File: config.mk
export PLATFORM = sky130hd
export DESIGN_NAME = mw_serial_master
export DESIGN_NICKNAME = d
export VERILOG_FILES = /design/src/rtl/mw_pkg.sv /design/src/rtl/mw_shift_engine.sv /design/src/rtl/mw_regs.sv /design/src/rtl/mw_cs_drive.sv /design/src/rtl/mw_serial_master.sv
export SDC_FILE = /design/constraint.sdc
export NUM_CORES = 1
export LEC_CHECK = 0
export ABC_AREA = 1
export BUFFER_PORTS_ARGS = -buffer_cell sky130_fd_sc_hd__buf_2
export CAP_MARGIN = 20
export CORE_MARGIN = 1
export CORE_UTILIZATION = 35
export CTS_BUF_LIST = sky130_fd_sc_hd__clkbuf_16
export DETAILED_ROUTE_END_ITERATION = 8
export PLACE_DENSITY_LB_ADDON = 0.1
export RECOVER_POWER = 50
export SKIP_CTS_REPAIR_TIMING = 1
export SLEW_MARGIN = 20
export SYNTH_ARGS = -nofsm -noshare
export SYNTH_HDL_FRONTEND = slang
export SYNTH_SLANG_ARGS = --single-unit
File: constraint.sdc
create_clock -name clk_i -period 5 [get_ports clk_i]
set_input_delay 0 -clock clk_i [delete_from_list [all_inputs] [get_ports clk_i]]
set_output_delay 0 -clock clk_i [all_outputs]
set_load 0.01 [all_outputs]
File: src/rtl/mw_pkg.sv
package mw_pkg;
    localparam int DW  = 16;            // data word width
    localparam int CW  = 5;             // bit-count field width
    localparam int NCS = 4;             // number of chip selects
    localparam int CSW = $clog2(NCS);   // select number width
    localparam int FW  = 6;             // per-select setup field width
    localparam int AW  = 3;             // register index width
    localparam int HW  = CW + 1;        // half-period counter width
    localparam int TW  = 3;             // tick counter width

    localparam logic [AW-1:0] IX_DATA = 3'd0;
    localparam logic [AW-1:0] IX_CTRL = 3'd1;
    localparam logic [AW-1:0] IX_SETA = 3'd2;
    localparam logic [AW-1:0] IX_SETB = 3'd3;
    localparam logic [AW-1:0] IX_IDLE = 3'd5;

    localparam int B_GO   = 13;
    localparam int B_CSON = 12;
    localparam int B_CSLO = 10;
    localparam int B_WLO  = 5;
    localparam int B_RLO  = 0;

    localparam logic [CW-1:0] MAX_BITS = CW'(DW);

    typedef enum logic [1:0] {
        ST_IDLE,
        ST_HOLD,
        ST_RUN
    } eng_st_e;

    // Field layout is decoded by position: bit5 ready check, 4:3 rate,
    // bit2 active-high select, bit1 drive on rising, bit0 sample on falling.
    typedef struct packed {
        logic       rdy_chk;
        logic [1:0] rate;
        logic       cs_high;
        logic       drv_rise;
        logic       smp_fall;
    } sel_cfg_t;
endpackage

File: src/rtl/mw_shift_engine.sv
module mw_shift_engine
    import mw_pkg::*;
#(
    parameter int DATA_W = DW,
    parameter int CNT_W  = CW
) (
    input  logic              clk_i,
    input  logic              rst_ni,
    input  logic              tick_i,
    input  logic              start_i,
    input  logic              is_wr_i,
    input  logic [CNT_W-1:0]  nbits_i,
    input  logic [DATA_W-1:0] tx_i,
    input  sel_cfg_t          cfg_i,
    input  logic              sdi_i,
    output logic              busy_o,
    output logic              is_wr_o,
    output logic              done_rd_o,
    output logic [DATA_W-1:0] rx_o,
    output logic              sclk_lvl_o,
    output logic              sdo_o
);
    localparam int HALF_W = CNT_W + 1;

    typedef struct packed {
        eng_st_e             st;
        logic [HALF_W-1:0]   half;
        logic [TW-1:0]       tcnt;
        logic [TW-1:0]       hlen;
        logic [CNT_W-1:0]    nbits;
        logic                is_wr;
        logic                drv_rise;
        logic                smp_fall;
        logic [DATA_W-1:0]   sh;
    } eng_t;

    eng_t eng_d, eng_q;
    logic done_d;
    logic [HALF_W-1:0] half_nx;
    logic [HALF_W-1:0] half_end;

    always_comb begin
        eng_d    = eng_q;
        done_d   = 1'b0;
        half_nx  = eng_q.half + HALF_W'(1);
        half_end = {eng_q.nbits, 1'b0};
        unique case (eng_q.st)
            ST_IDLE: begin
                if (start_i) begin
                    eng_d.st       = cfg_i.rdy_chk ? ST_HOLD : ST_RUN;
                    eng_d.half     = '0;
                    eng_d.tcnt     = '0;
                    eng_d.hlen     = (cfg_i.rate == 2'b00) ? TW'(0) :
                                     (cfg_i.rate == 2'b01) ? TW'(1) : TW'(3);
                    eng_d.nbits    = nbits_i;
                    eng_d.is_wr    = is_wr_i;
                    eng_d.drv_rise = cfg_i.drv_rise;
                    eng_d.smp_fall = cfg_i.smp_fall;
                    eng_d.sh       = is_wr_i ? tx_i : '0;
                end
            end
            ST_HOLD: begin
                if (!sdi_i) begin
                    eng_d.st = ST_RUN;
                end
            end
            ST_RUN: begin
                if (tick_i) begin
                    if (eng_q.tcnt == eng_q.hlen) begin
                        eng_d.tcnt = '0;
                        eng_d.half = half_nx;
                        if (eng_q.is_wr) begin
                            // odd half index = rising edge, even = falling edge
                            if (eng_q.drv_rise ? (half_nx[0] && half_nx != HALF_W'(1))
                                               : (!half_nx[0] && half_nx != half_end)) begin
                                eng_d.sh = {eng_q.sh[DATA_W-2:0], 1'b0};
                            end
                        end else if (eng_q.smp_fall ? !half_nx[0] : half_nx[0]) begin
                            eng_d.sh = {eng_q.sh[DATA_W-2:0], sdi_i};
                        end
                        if (half_nx == half_end) begin
                            eng_d.st = ST_IDLE;
                            done_d   = !eng_q.is_wr;
                        end
                    end else begin
                        eng_d.tcnt = eng_q.tcnt + TW'(1);
                    end
                end
            end
            default: eng_d.st = ST_IDLE;
        endcase
    end

    always_ff @(posedge clk_i or negedge rst_ni) begin
        if (!rst_ni) begin
            eng_q <= '{st: ST_IDLE, default: '0};
        end else begin
            eng_q <= eng_d;
        end
    end

    assign busy_o     = (eng_q.st != ST_IDLE);
    assign is_wr_o    = eng_q.is_wr;
    assign done_rd_o  = done_d;
    assign rx_o       = eng_d.sh;
    assign sclk_lvl_o = (eng_q.st == ST_RUN) && eng_q.half[0];
    assign sdo_o      = eng_q.is_wr & eng_q.sh[DATA_W-1];

    // the half counter never passes the closing edge of the word
    a_r5_half_bound: assert property (@(posedge clk_i) disable iff (!rst_ni)
        (eng_q.st == ST_RUN) |-> (eng_q.half < {eng_q.nbits, 1'b0}));

    // a held transfer stays held while data-in is high
    a_r12_hold_stays: assert property (@(posedge clk_i) disable iff (!rst_ni)
        (eng_q.st == ST_HOLD && sdi_i) |=> (eng_q.st == ST_HOLD));

    // the tick counter stays within the latched half period
    a_r10_tick_bound: assert property (@(posedge clk_i) disable iff (!rst_ni)
        (eng_q.st == ST_RUN) |-> (eng_q.tcnt <= eng_q.hlen));
endmodule

File: src/rtl/mw_regs.sv
module mw_regs
    import mw_pkg::*;
(
    input  logic            clk_i,
    input  logic            rst_ni,
    input  logic [AW-1:0]   sel_i,
    input  logic            wr_i,
    input  logic            rd_i,
    input  logic [DW-1:0]   wdata_i,
    output logic [DW-1:0]   rdata_o,
    input  logic            busy_i,
    input  logic            rd_done_i,
    input  logic [DW-1:0]   rx_word_i,
    output logic            start_o,
    output logic            start_wr_o,
    output logic [CW-1:0]   start_bits_o,
    output sel_cfg_t        start_cfg_o,
    output logic [DW-1:0]   tx_o,
    output logic            rdy_o,
    output logic            cs_on_o,
    output logic [CSW-1:0]  cs_num_o,
    output logic [NCS-1:0]  pol_o,
    output logic            inv_o
);
    typedef struct packed {
        logic [DW-1:0]    tx;
        logic [DW-1:0]    rx;
        logic             rdy;
        logic             cs_on;
        logic [CSW-1:0]   cs_num;
        logic [CW-1:0]    wcnt;
        logic [CW-1:0]    rcnt;
        logic [2*FW-1:0]  seta;
        logic [2*FW-1:0]  setb;
        logic             inv;
    } regs_t;

    regs_t regs_d, regs_q;
    logic [NCS-1:0][FW-1:0] fld;
    logic ctrl_wr;
    logic [CW-1:0] w_cnt, r_cnt, pick_cnt;

    always_comb begin
        for (int i = 0; i < NCS; i++) begin
            fld[i] = (i < 2) ? regs_q.seta[(i % 2) * FW +: FW]
                             : regs_q.setb[(i % 2) * FW +: FW];
        end
    end

    always_comb begin
        regs_d   = regs_q;
        ctrl_wr  = wr_i && (sel_i == IX_CTRL) && !busy_i;
        w_cnt    = wdata_i[B_WLO +: CW];
        r_cnt    = wdata_i[B_RLO +: CW];
        pick_cnt = (w_cnt != '0) ? w_cnt : r_cnt;

        start_o      = ctrl_wr && wdata_i[B_GO] && (w_cnt != '0 || r_cnt != '0);
        start_wr_o   = (w_cnt != '0);
        start_bits_o = (pick_cnt > MAX_BITS) ? MAX_BITS : pick_cnt;
        start_cfg_o  = sel_cfg_t'(fld[wdata_i[B_CSLO +: CSW]]);

        if (ctrl_wr) begin
            regs_d.cs_on  = wdata_i[B_CSON];
            regs_d.cs_num = wdata_i[B_CSLO +: CSW];
            regs_d.wcnt   = w_cnt;
            regs_d.rcnt   = r_cnt;
        end
        if (wr_i) begin
            unique case (sel_i)
                IX_DATA: regs_d.tx   = wdata_i;
                IX_SETA: regs_d.seta = wdata_i[2*FW-1:0];
                IX_SETB: regs_d.setb = wdata_i[2*FW-1:0];
                IX_IDLE: regs_d.inv  = wdata_i[0];
                default: ;
            endcase
        end
        if (rd_done_i) begin
            regs_d.rdy = 1'b1;
            regs_d.rx  = rx_word_i;
        end else if (rd_i && sel_i == IX_DATA) begin
            regs_d.rdy = 1'b0;
        end

        unique case (sel_i)
            IX_DATA: rdata_o = regs_q.rx;
            IX_CTRL: rdata_o = {regs_q.rdy, busy_i, 1'b0, regs_q.cs_on,
                                regs_q.cs_num, regs_q.wcnt, regs_q.rcnt};
            IX_SETA: rdata_o = {{(DW-2*FW){1'b0}}, regs_q.seta};
            IX_SETB: rdata_o = {{(DW-2*FW){1'b0}}, regs_q.setb};
            IX_IDLE: rdata_o = {{(DW-1){1'b0}}, regs_q.inv};
            default: rdata_o = '0;
        endcase
    end

    always_ff @(posedge clk_i or negedge rst_ni) begin
        if (!rst_ni) begin
            regs_q <= '0;
        end else begin
            regs_q <= regs_d;
        end
    end

    for (genvar g = 0; g < NCS; g++) begin : g_pol
        assign pol_o[g] = fld[g][2];
    end

    assign tx_o     = regs_q.tx;
    assign rdy_o    = regs_q.rdy;
    assign cs_on_o  = regs_q.cs_on;
    assign cs_num_o = regs_q.cs_num;
    assign inv_o    = regs_q.inv;

    // a command write during a transfer leaves the select state alone
    a_r7_busy_ignores: assert property (@(posedge clk_i) disable iff (!rst_ni)
        (busy_i && wr_i && sel_i == IX_CTRL) |=>
            ($stable(regs_q.cs_num) && $stable(regs_q.cs_on)));

    // reading the receive word drops data valid
    a_r4_rdy_clears: assert property (@(posedge clk_i) disable iff (!rst_ni)
        (rd_i && sel_i == IX_DATA && !rd_done_i) |=> !regs_q.rdy);
endmodule

File: src/rtl/mw_cs_drive.sv
module mw_cs_drive
    import mw_pkg::*;
#(
    parameter int N_SEL = NCS
) (
    input  logic                     cs_on_i,
    input  logic [$clog2(N_SEL)-1:0] cs_num_i,
    input  logic [N_SEL-1:0]         pol_i,
    output logic [N_SEL-1:0]         cs_o
);
    for (genvar g = 0; g < N_SEL; g++) begin : g_sel
        logic hit;
        assign hit     = cs_on_i && (cs_num_i == ($clog2(N_SEL))'(g));
        assign cs_o[g] = hit ? pol_i[g] : ~pol_i[g];
    end
endmodule

File: src/rtl/mw_serial_master.sv
module mw_serial_master
    import mw_pkg::*;
(
    input  logic           clk_i,
    input  logic           rst_ni,
    input  logic           tick_i,
    input  logic [2:0]     reg_sel_i,
    input  logic           reg_wr_i,
    input  logic           reg_rd_i,
    input  logic [15:0]    reg_wdata_i,
    output logic [15:0]    reg_rdata_o,
    output logic           sclk_o,
    output logic           sdo_o,
    input  logic           sdi_i,
    output logic [3:0]     cs_o
);
    logic            busy, eng_wr, done_rd, sclk_lvl;
    logic            start, start_wr, rdy, cs_on, inv;
    logic [CW-1:0]   start_bits;
    logic [DW-1:0]   tx_word, rx_word;
    logic [CSW-1:0]  cs_num;
    logic [NCS-1:0]  pol;
    sel_cfg_t        start_cfg;

    mw_regs u_regs (
        .clk_i        (clk_i),
        .rst_ni       (rst_ni),
        .sel_i        (reg_sel_i),
        .wr_i         (reg_wr_i),
        .rd_i         (reg_rd_i),
        .wdata_i      (reg_wdata_i),
        .rdata_o      (reg_rdata_o),
        .busy_i       (busy),
        .rd_done_i    (done_rd),
        .rx_word_i    (rx_word),
        .start_o      (start),
        .start_wr_o   (start_wr),
        .start_bits_o (start_bits),
        .start_cfg_o  (start_cfg),
        .tx_o         (tx_word),
        .rdy_o        (rdy),
        .cs_on_o      (cs_on),
        .cs_num_o     (cs_num),
        .pol_o        (pol),
        .inv_o        (inv)
    );

    mw_shift_engine #(.DATA_W(DW), .CNT_W(CW)) u_eng (
        .clk_i      (clk_i),
        .rst_ni     (rst_ni),
        .tick_i     (tick_i),
        .start_i    (start),
        .is_wr_i    (start_wr),
        .nbits_i    (start_bits),
        .tx_i       (tx_word),
        .cfg_i      (start_cfg),
        .sdi_i      (sdi_i),
        .busy_o     (busy),
        .is_wr_o    (eng_wr),
        .done_rd_o  (done_rd),
        .rx_o       (rx_word),
        .sclk_lvl_o (sclk_lvl),
        .sdo_o      (sdo_o)
    );

    mw_cs_drive #(.N_SEL(NCS)) u_cs (
        .cs_on_i  (cs_on),
        .cs_num_i (cs_num),
        .pol_i    (pol),
        .cs_o     (cs_o)
    );

    assign sclk_o = sclk_lvl ^ inv;

    // an accepted go command with a nonzero count makes the block busy
    a_r5_busy_rises: assert property (@(posedge clk_i) disable iff (!rst_ni)
        (reg_wr_i && reg_sel_i == IX_CTRL && reg_wdata_i[B_GO] &&
         reg_wdata_i[9:0] != 10'd0 && !busy) |=> busy);

    // a go command with both counts zero never starts anything
    a_r6_zero_counts: assert property (@(posedge clk_i) disable iff (!rst_ni)
        (reg_wr_i && reg_sel_i == IX_CTRL && reg_wdata_i[9:0] == 10'd0 && !busy)
            |=> !busy);

    // a finished receive leaves data valid set
    a_r4_rdy_on_end: assert property (@(posedge clk_i) disable iff (!rst_ni)
        ($fell(busy) && !eng_wr) |-> rdy);

    // the serial clock rests at the programmed idle level
    a_r11_idle_level: assert property (@(posedge clk_i) disable iff (!rst_ni)
        !busy |-> (sclk_o == inv));

    // never more than one select at its active level
    a_r8_single_sel: assert property (@(posedge clk_i) disable iff (!rst_ni)
        $onehot0(~(cs_o ^ pol)));
endmodule

# == After elaboration in Yosys (flattened, before gate mapping) ==
# Index checks and enable logic that the tools add are counted.
# W data, S select, Z words.
# word_totals
regBits,109
latchBits,0
mem_bits_rw,0
rom_bits,0
in_bits,25
out_inout_bits,22
elab_cells,116
memories,0
# op_classes
addsub,2
multipliers,0
n_div,0
magnitude_cmp,2
eq_ne,19
shifts,0
n_mux,35
bitwise_logic,6
reduce_logical,33
# op_table
operator,count
$mux W16,6
$pmux W16 S5,1
$mux W38,1
$pmux W16 S2,1
$pmux W9 S2,1
$bmux W6 S2,1
$logic_and A1 B1 Y1,12
$mux W1,12
$mux W11,1
$mux W5,2
$reduce_and A2 Y1,5
$reduce_bool A5 Y1,2
$mux W2,4
$mux W8,1
$add A6 B1 Y6 const B,1
$eq A2 B1 Y1 const B,3
$eq A2 B2 Y1 const B,3
$eq A3 B2 Y1 const B,2
$eq A6 B6 Y1,1
$logic_not A2 Y1,3
$mux W3,2
$mux W6,1
$ne A2 B2 Y1 const B,3
$ne A6 B1 Y1 const B,1
19 further kinds,27

# == Longest topological paths before layout ==
# Gate-level depths: netlist (run 1).
# logic_depth
word_depth,9
ltp_mapped,18
ltp_nobuf,17

# == By module ==
# A second synthesis (run 1) with hierarchy kept.
# hier_totals
hier_cells,893
area_unflattened_um2,6557.5
# by_module_without_submodules
mod,instances,cells_each,area_per_inst_um2
mw_regs,1,405,3523.4
mw_shift_engine,1,459,2909.0
mw_cs_drive,1,24,106.4
mw_serial_master,1,5,18.8

# == Worst setup path before layout (run 1) ==
# OpenSTA, ideal clock, no wires.
# synth_timing
path_kind,register to register
startpoint,register u_eng.eng_q[30] in the netlist's numbering
endpoint,register u_regs.regs_q[46]
setup_time_ns,0.117
arrival_ns,1.962
required_time_ns,4.883
path_slack_ns,2.921
stages_incl_launch_ff,15
synth_period_minus_slack_ns,2.079
cell_sequence,dfrtp_1 -> inv_2 -> ha_1 -> inv_1 -> nand2_1 -> nand2_1 -> nor2_1 -> nand3_1 -> nor2_2 -> nand3_2 -> nor3_4 -> inv_2 -> buf_2 -> nand2_1 -> nand2_1
# synth_between
elab_chain_cells,9
elab_cells_between_ends,19
cone_classes,add/sub (1); eq/ne (3); mux (12); reduce/logical (3)
# synth_lines
element,line_no,text
from (decl),mw_shift_engine.sv:37,"eng_t eng_d, eng_q;"
from (signal assigned),mw_shift_engine.sv:98,eng_q <= eng_d;
$add A6 B1 Y6 (*),mw_shift_engine.sv:45,half_nx = eng_q.half + HALF_W'(1);
"$ne A6 B6 Y1, or another cell as far along",mw_shift_engine.sv:75,: (!half_nx[0] && half_nx != half_end)) begin
$logic_and A1 B1 Y1 (on tied branches),"mw_shift_engine.sv:75, mw_shift_engine.sv:74",
$mux W1,mw_shift_engine.sv:74,if (eng_q.drv_rise ? (half_nx[0] && half_nx != HALF_W'(1))
$mux W16,mw_shift_engine.sv:74,
$mux W16,mw_shift_engine.sv:72,if (eng_q.is_wr) begin
$mux W16,mw_shift_engine.sv:69,if (eng_q.tcnt == eng_q.hlen) begin
$mux W16,mw_shift_engine.sv:68,if (tick_i) begin
$pmux W16 S2,mw_shift_engine.sv:47,unique case (eng_q.st)
to (signal assigned),mw_regs.sv:99,regs_q <= regs_d;
to (decl),mw_regs.sv:38,"regs_t regs_d, regs_q;"
# Mark *: on every way between the ends. The rest lies on a longest branch, timed or not.
# A chain may end at the register's enable or synchronous reset.

# == Worst setup path in the final report (run 1) ==
# layout_timing
startpoint,register u_eng.eng_q[36] in the netlist's numbering
endpoint,register u_eng.eng_q[29] in the netlist's numbering
# layout_between
elab_chain_cells,7
elab_cells_between_ends,12
cone_classes,eq/ne (3); mux (1); reduce/logical (8)
# layout_lines
element,line_no,text
$reduce_bool A2 Y1,mw_shift_engine.sv:102,assign busy_o = (eng_q.st != ST_IDLE);
$logic_not A1 Y1,mw_regs.sv:52,ctrl_wr = wr_i && (sel_i == IX_CTRL) && !busy_i;
$logic_and A1 B1 Y1,mw_regs.sv:52,
$logic_and A1 B1 Y1 (2 in series),mw_regs.sv:57,start_o = ctrl_wr && wdata_i[B_GO] && (w_cnt != '0 || r_cnt != '0);
$ne A2 B2 Y1 (no source line),n/a,
$reduce_and A3 Y1 (no source line),n/a,
# Parallel ways exist; a longest one is shown, timed or not.

==> metrics.cfg, run 1 <==
[status]
status=complete, but fails checks
violations=negative hold slack, max-capacitance violations, max-slew violations

[detailed_routing]
vias=5274
drtPass1Iterations=5
routed_wl_um=17700
drc=0
drtAntennaViolNets=0
vias_per_cell=5.14
post_drt_wl_per_cell_um=17.3
drtIter0Drc=403

[yosys]
seq_area_frac_synth_pct=46.9
syn_area_mm2=0.00576
synth.avg_cell_area_um2=7.51
synth_nets=795
synth_edf_count=0
syn_inst=767
synthArstFlopShare_pct=100
netlist-cell-type-count=39
synth_seq_cells=108
yosysWarnings=0
synth_flop_cell=dfrtp_1

[worst_setup_path]
max_stage_delay_ps=680
reg2reg_to=u_eng.eng_q[29]$_DFFE_PN0P_
critPathKind=flip-flop to flip-flop
path_max_fanout=27
cp.arrival_ps=3420
rr_startpoint=u_eng.eng_q[36]$_DFFE_PN0P_
worst_path_most_repeated_cell=nor2_1
cp-end-kind=flip-flop
critical_path.top_delay_family=simple AND/OR/NAND/NOR gates
worstPathCellList=nor2_1, nand3_1, nor2_1, nand2_1, nand2_2, inv_1, nor2_1, nand2_1, xor2_1, nor2_1
cp.required_ps=5230
rrSetupSlack_ps=1810
crit_buf_inv=1
worst_setup_path_start_kind=flip-flop
r2r.worst_path.cells=10
critical_path.slowest_cell=nand3_1

[layout]
syn2layout_area_growth_pct=13.1
drive_above_1_share_pct=10.2
fillers=1730
diodes=0
design_area_mm2=0.00651
nets=833

[run]
drv_cap=1

[sta]
slew_viol_final=50
setup_violations=0
period_needed_ps=3190
worst_hold_slack_ps=-3.05
tightest_slew_ps=2970
max_slew_margin_pct=-98.1
tns_ps=0
timing.final.crit_share_pct=63.7
hold_viol_final=1
rsz0062_at_grt=false
setup_ws_ps=1810
fmax_mhz=314
fin_skew_ps=7.88

[clock_network]
insertion_delay_ps=360
cts_made_buffers=9
cts_buffer_depth=2
htree_num_levels=3
cts-root-buf=clkbuf_16
clkTransAtPathRegs_ps=80
cts_tree=done
numClockSinks=108

[hold_path]
min_path_cells=3
hold_start=reg_wdata_i[13]
holdPathEnd=u_regs.tx_o[13]$_DFFE_PN0P_
hp-class=input port to flip-flop

[floorplan]
pin_count=47
die_h_um=130
core_area_mm2=0.0160
initial_core_util_pct=36.0
die_area_mm2=0.0170
die_w_um=130
row_count=46

[power]
power_leakage_nw=3.25
ir_worst_vdd_uv=185
p_per_area_mw_per_mm2=481

[global_route]
track_usage_pct=22.3
grt_max_degree=61
antenna_found_initial=0
first_global_vias=4943
grt-ovfl-total=0
grt_pass1_wl_um=28000

[placed_design]
placed_area_mm2=0.00616
hpwl_um=12300
dp_slack_ps=2100
io_buffer_count=46
place_congestion=0.834

per-layer routing:
layer	share of wire, %	wire length [um]	vias up	track usage, %
li1	-	-	2580	-
met1	48	8550	2530	31.7
met2	46	8080	154	34.9
met3	5.4	959	10	4.47
met4	0.62	109	0	4.79
met5	0	0	-	0
cells in the final DEF, fill, tap and decap left out, types with 6 or more instances in the layout:
| cell | netlist | routed |
|---|---|---|
| nand4_1 | 12 | 12 |
| inv_1 | 66 | 67 |
| nand3_1 | 52 | 53 |
| clkbuf_1 | 22 | 9 |
| nand2_1 | 250 | 250 |
| buf_2 | 8 | 38 |
| a21oi_1 | 51 | 51 |
| nor2_1 | 45 | 45 |
| o22ai_1 | 6 | 6 |
| dfrtp_1 | 108 | 108 |
| clkbuf_16 | 0 | 9 |
| dlygate4sd3_1 | 0 | 9 |
| o21ai_0 | 83 | 83 |
tightest hold or removal path, stage by stage:
cell and delay (ps):
buf_2 80, inv_1 70, o21ai_0 170
through the flow:
stage,total power [W],util [%],cells
4_1_cts,0.00314,40.3,1017
5_1_grt,0.00335,40.7,1026
6_report,0.00313,40.7,1026
2_1_floorplan,0.00209,-,767
3_5_place_dp,0.00243,38.5,1001
3_3_place_gp,0.00241,38.5,1001
how the worst max path moves through the flow:
stage | startpoint | endpoint | slack, ps | depth (start not counted)
2_1_floorplan | u_eng.eng_q[30]$_DFFE_PN0P_ | u_regs.regs_q[46]$_DFFE_PN0P_ | 2920 | 14
3_3_place_gp | u_eng.eng_q[36]$_DFFE_PN0P_ | u_eng.eng_q[29]$_DFFE_PN0P_ | 2120 | 10
3_5_place_dp | u_eng.eng_q[36]$_DFFE_PN0P_ | u_eng.eng_q[29]$_DFFE_PN0P_ | 2100 | 10
4_1_cts | u_eng.eng_q[36]$_DFFE_PN0P_ | u_eng.eng_q[29]$_DFFE_PN0P_ | 2080 | 10
5_1_grt | rst_ni | u_eng.eng_q[23]$_DFFE_PN0P_ | 1190 | 3
6_report | u_eng.eng_q[36]$_DFFE_PN0P_ | u_eng.eng_q[29]$_DFFE_PN0P_ | 1810 | 10
sequential cells by signal (all words and copies together), names as in the netlist:
name,cells
u_eng.eng_q,36
u_regs.regs_q,26
u_regs.fld,20
u_regs.tx_o,16
u_regs.pol_o,4
u_regs.cs_num_o,2
u_eng.is_wr_o,1
u_regs.cs_on_o,1
u_regs.inv_o,1
u_regs.rdy_o,1
cells in the mapped netlist, types with 4 or more instances:
cell       count  area [um^2]
nand3_2        5         50.1
o21ai_0       83          415
dfrtp_1      108         2700
nand2_1      250          938
inv_1         66          248
o2111ai_1      5         43.8
xor2_1         6         52.6
o22ai_1        6         37.5
nor2_2         4         25.0
a21oi_1       51          255
nand4_1       12         75.1
inv_2          4         15.0
buf_2          8         40.0
nor2_1        45          169
nand3_1       52          260
clkbuf_1      22         82.6
kinds of logic after synthesis:
| logic type | after synthesis | share of synthesized area [%] |
|---|---|---|
| adders and majority gates | 3 | 0.652 |
| buffers and inverters | 106 | 7.47 |
| and+or+nand+nor | 380 | 28.1 |
| AOI/OAI and AO/OA | 160 | 15.2 |
| DFF | 108 | 46.9 |
| muxes | 2 | 0.391 |
| xor gates and xnor gates | 8 | 1.22 |
layout make-up:
cell class / count / area, um^2 / area share (%)
Sequential cell: 108 / 2700 / 41.5
Multi-Input combinational cell: 553 / 2630 / 40.4
Timing Repair Buffer: 61 / 352 / 5.40
Inverter: 72 / 270 / 4.15
Tap cell: 216 / 270 / 4.15
Clock buffer: 9 / 225 / 3.46
Clock inverter: 7 / 62.6 / 0.961
where the power goes:
group / internal (W) / leakage [nW] / total (W) / switching (W)
Clock: 0.000347 / 0.141 / 0.000712 / 0.000365
Sequential: 0.00109 / 1.41 / 0.00132 / 0.000232
Combinational: 0.000357 / 1.69 / 0.00110 / 0.000744
Power figures use the tool's default switching activity.
==> inputs of run 2 (changes only) <==
==> constraint.sdc (replaced) <==
create_clock -name clk_i -period 2.7 [get_ports clk_i]
set_input_delay 0 -clock clk_i [delete_from_list [all_inputs] [get_ports clk_i]]
set_output_delay 0 -clock clk_i [all_outputs]
set_load 0.01 [all_outputs]
==> metrics.cfg, run 2 (synthesized netlist as in run 1, its figures left out) <==
[worst_setup_path]
worst_path_most_repeated_cell=nand2_1
worst_setup_path_start_kind=input port
critPathKind=input port to flip-flop
cp.arrival_ps=2760  ; -660 ps
worstPathCellList=dlygate4sd3_1, clkbuf_1, nand2_1, inv_2, nand3_1, nor2_1, nand2_1, buf_4, nor2_4, nand2_1, nand3_2, nand2_1, nand2_1
cp-end-kind=flip-flop
path_max_fanout=17  ; -37%
cp.required_ps=3000  ; -2230 ps
critical_path.slowest_cell=dlygate4sd3_1
max_stage_delay_ps=520  ; -160 ps

[sta]
setup_violations=0  ; unchanged
worst_hold_slack_ps=-25.8  ; -22.7 ps
period_needed_ps=2470
rsz0062_at_grt=false
fin_skew_ps=10.5  ; +2.58 ps
hold_viol_final=3  ; +2
fmax_mhz=406
tightest_slew_ps=1260  ; -1710 ps
max_slew_margin_pct=15.8  ; +110 points
timing.final.crit_share_pct=91.3
tns_ps=0  ; unchanged
slew_viol_final=0  ; -100%

[detailed_routing]
post_drt_wl_per_cell_um=17.0  ; -1.6%
vias=5331  ; +1.1%
drtAntennaViolNets=0  ; unchanged
drtIter0Drc=296  ; -27%
vias_per_cell=5.16  ; +0.40%
drc=0  ; unchanged
drtPass1Iterations=5  ; unchanged
routed_wl_um=17500  ; -0.95%

[layout]
largest_reg_flops=36  ; unchanged
fillers=1713  ; -0.98%
multi_input_area_mm2=0.00263  ; unchanged
diodes=0  ; unchanged
regArea_mm2=0.00270  ; about the same
largest-register=u_eng.eng_q
design_area_mm2=0.00655  ; +0.63%
nets=840  ; +0.84%
final_common_cell=nand2_1
syn2layout_area_growth_pct=13.8
final_cell_mix=nand2_1 (250), dfrtp_1 (107), o21ai_0 (83)
drive_above_1_share_pct=11.5  ; +1.3 points

[placed_design]
placed_area_mm2=0.00624  ; +1.3%
place_congestion=0.835  ; +0.14%
io_buffer_count=46  ; unchanged
hpwl_um=12400  ; +0.62%

[power]
p_per_area_mw_per_mm2=889  ; +85%
power_leakage_nw=3.28  ; +0.98%
ir_worst_vdd_uv=378  ; +100%

[clock_network]
htree_num_levels=3  ; unchanged
insertion_delay_ps=360  ; about the same
cts_buffer_depth=2  ; unchanged
numClockSinks=108  ; unchanged
cts_made_buffers=9  ; unchanged
cts-root-buf=clkbuf_16
clkTransAtPathRegs_ps=80  ; about the same
cts_tree=done

[floorplan]
pin_count=47  ; unchanged
core_area_mm2=0.0160  ; unchanged
die_w_um=130  ; unchanged
die_h_um=130  ; unchanged
initial_core_util_pct=36.0  ; unchanged
die_area_mm2=0.0170  ; unchanged
row_count=46  ; unchanged

[global_route]
grt_max_degree=62  ; +1.6%
grt_pass1_wl_um=28100  ; +0.32%
antenna_found_initial=0  ; unchanged
first_global_vias=5140  ; +4.0%
track_usage_pct=22.2  ; -0.12 points
grt-ovfl-total=0  ; unchanged

[hold_path]
hp-class=input port to flip-flop

[status]
violations=negative hold slack
status=complete, but fails checks

[run]
drv_cap=0  ; -1

## run 2: changes by cell type in the layout (fill, tap and decap cells not counted), moves of 2 or more
cell,previous run,this run
inv_6,2,0
clkinv_4,2,0
dlygate4sd3_1,9,7
clkbuf_1,9,7
clkinvlp_4,1,3
inv_8,0,2
buf_4,5,13
## run 2: power breakdown
| part | total (W) | switching (W) | leakage [nW] | internal, W |
|---|---|---|---|---|
| Clock | 0.00129 | 0.000653 | 0.130 | 0.000634 |
| Combinational | 0.00213 | 0.00142 | 1.74 | 0.000713 |
| Sequential | 0.00240 | 0.000387 | 1.41 | 0.00202 |
| Total | 0.00582 | 0.00246 | 3.28 | 0.00336 |
## run 2: routing by layer
| metal | part of all wire, % | up-vias | track usage (%) | wire [um] |
|---|---|---|---|---|
| met2 | 47 | 151 | 35.6 | 8170 |
| li1 | - | 2591 | - | - |
| met3 | 5.6 | 21 | 4.84 | 974 |
| met5 | 0 | - | 0 | 0 |
| met1 | 46 | 2568 | 29.8 | 8100 |
| met4 | 1.6 | 0 | 6.77 | 282 |
## run 2: final timing paths
| check | startpoint | endpoint | slack (ps) | cells after the start |
|---|---|---|---|---|
| worst max-delay path | reg_sel_i[0] | u_regs.regs_q[39]$_DFFE_PN0P_ | 230 | 13 |
| worst min-delay path | sdi_i | u_eng.eng_q[36]$_DFFE_PN0P_ | -30 | 3 |
| worst min register to register | u_regs.regs_q[47]$_DFFE_PN0P_ | u_regs.regs_q[47]$_DFFE_PN0P_ | 490 | 2 |
| min in group asynchronous | rst_ni | u_eng.eng_q[23]$_DFFE_PN0P_ | 440 | 2 |
| worst max register to register | u_eng.eng_q[30]$_DFFE_PN0P_ | u_regs.regs_q[40]$_DFFE_PN0P_ | 340 | 17 |
| max in group asynchronous | rst_ni | u_eng.eng_q[30]$_DFFE_PN0P_ | 600 | 3 |
## run 2: area by class of cell
cell class / count / share of cell area [%]
clock buffers: 9 / 3.44
clock inverters: 7 / 0.802
inverters: 72 / 4.12
multi-input cells: 553 / 40.1
flip-flops and latches: 108 / 41.3
well taps: 216 / 4.12
repair buffers: 68 / 6.13
## run 2: critical path, delay by kind of cell
family                 cells  cell delay (ps)
and+or+nand+nor            9             1500
buffers and inverters      4             1260
## run 2: metrics by stage
stage                     hold WS (ps)  utilization, %  setup WS (ps)  power, W  instances
after floorplan                   -296               -            621   0.00388        767
after global placement            65.5            39.0            346   0.00453       1010
after detailed placement          67.2            39.0            280   0.00456       1010
after CTS                         -307            40.7            239   0.00586       1026
after global routing              3.46            41.0           67.7   0.00626       1033
final                            -25.8            41.0            234   0.00582       1033
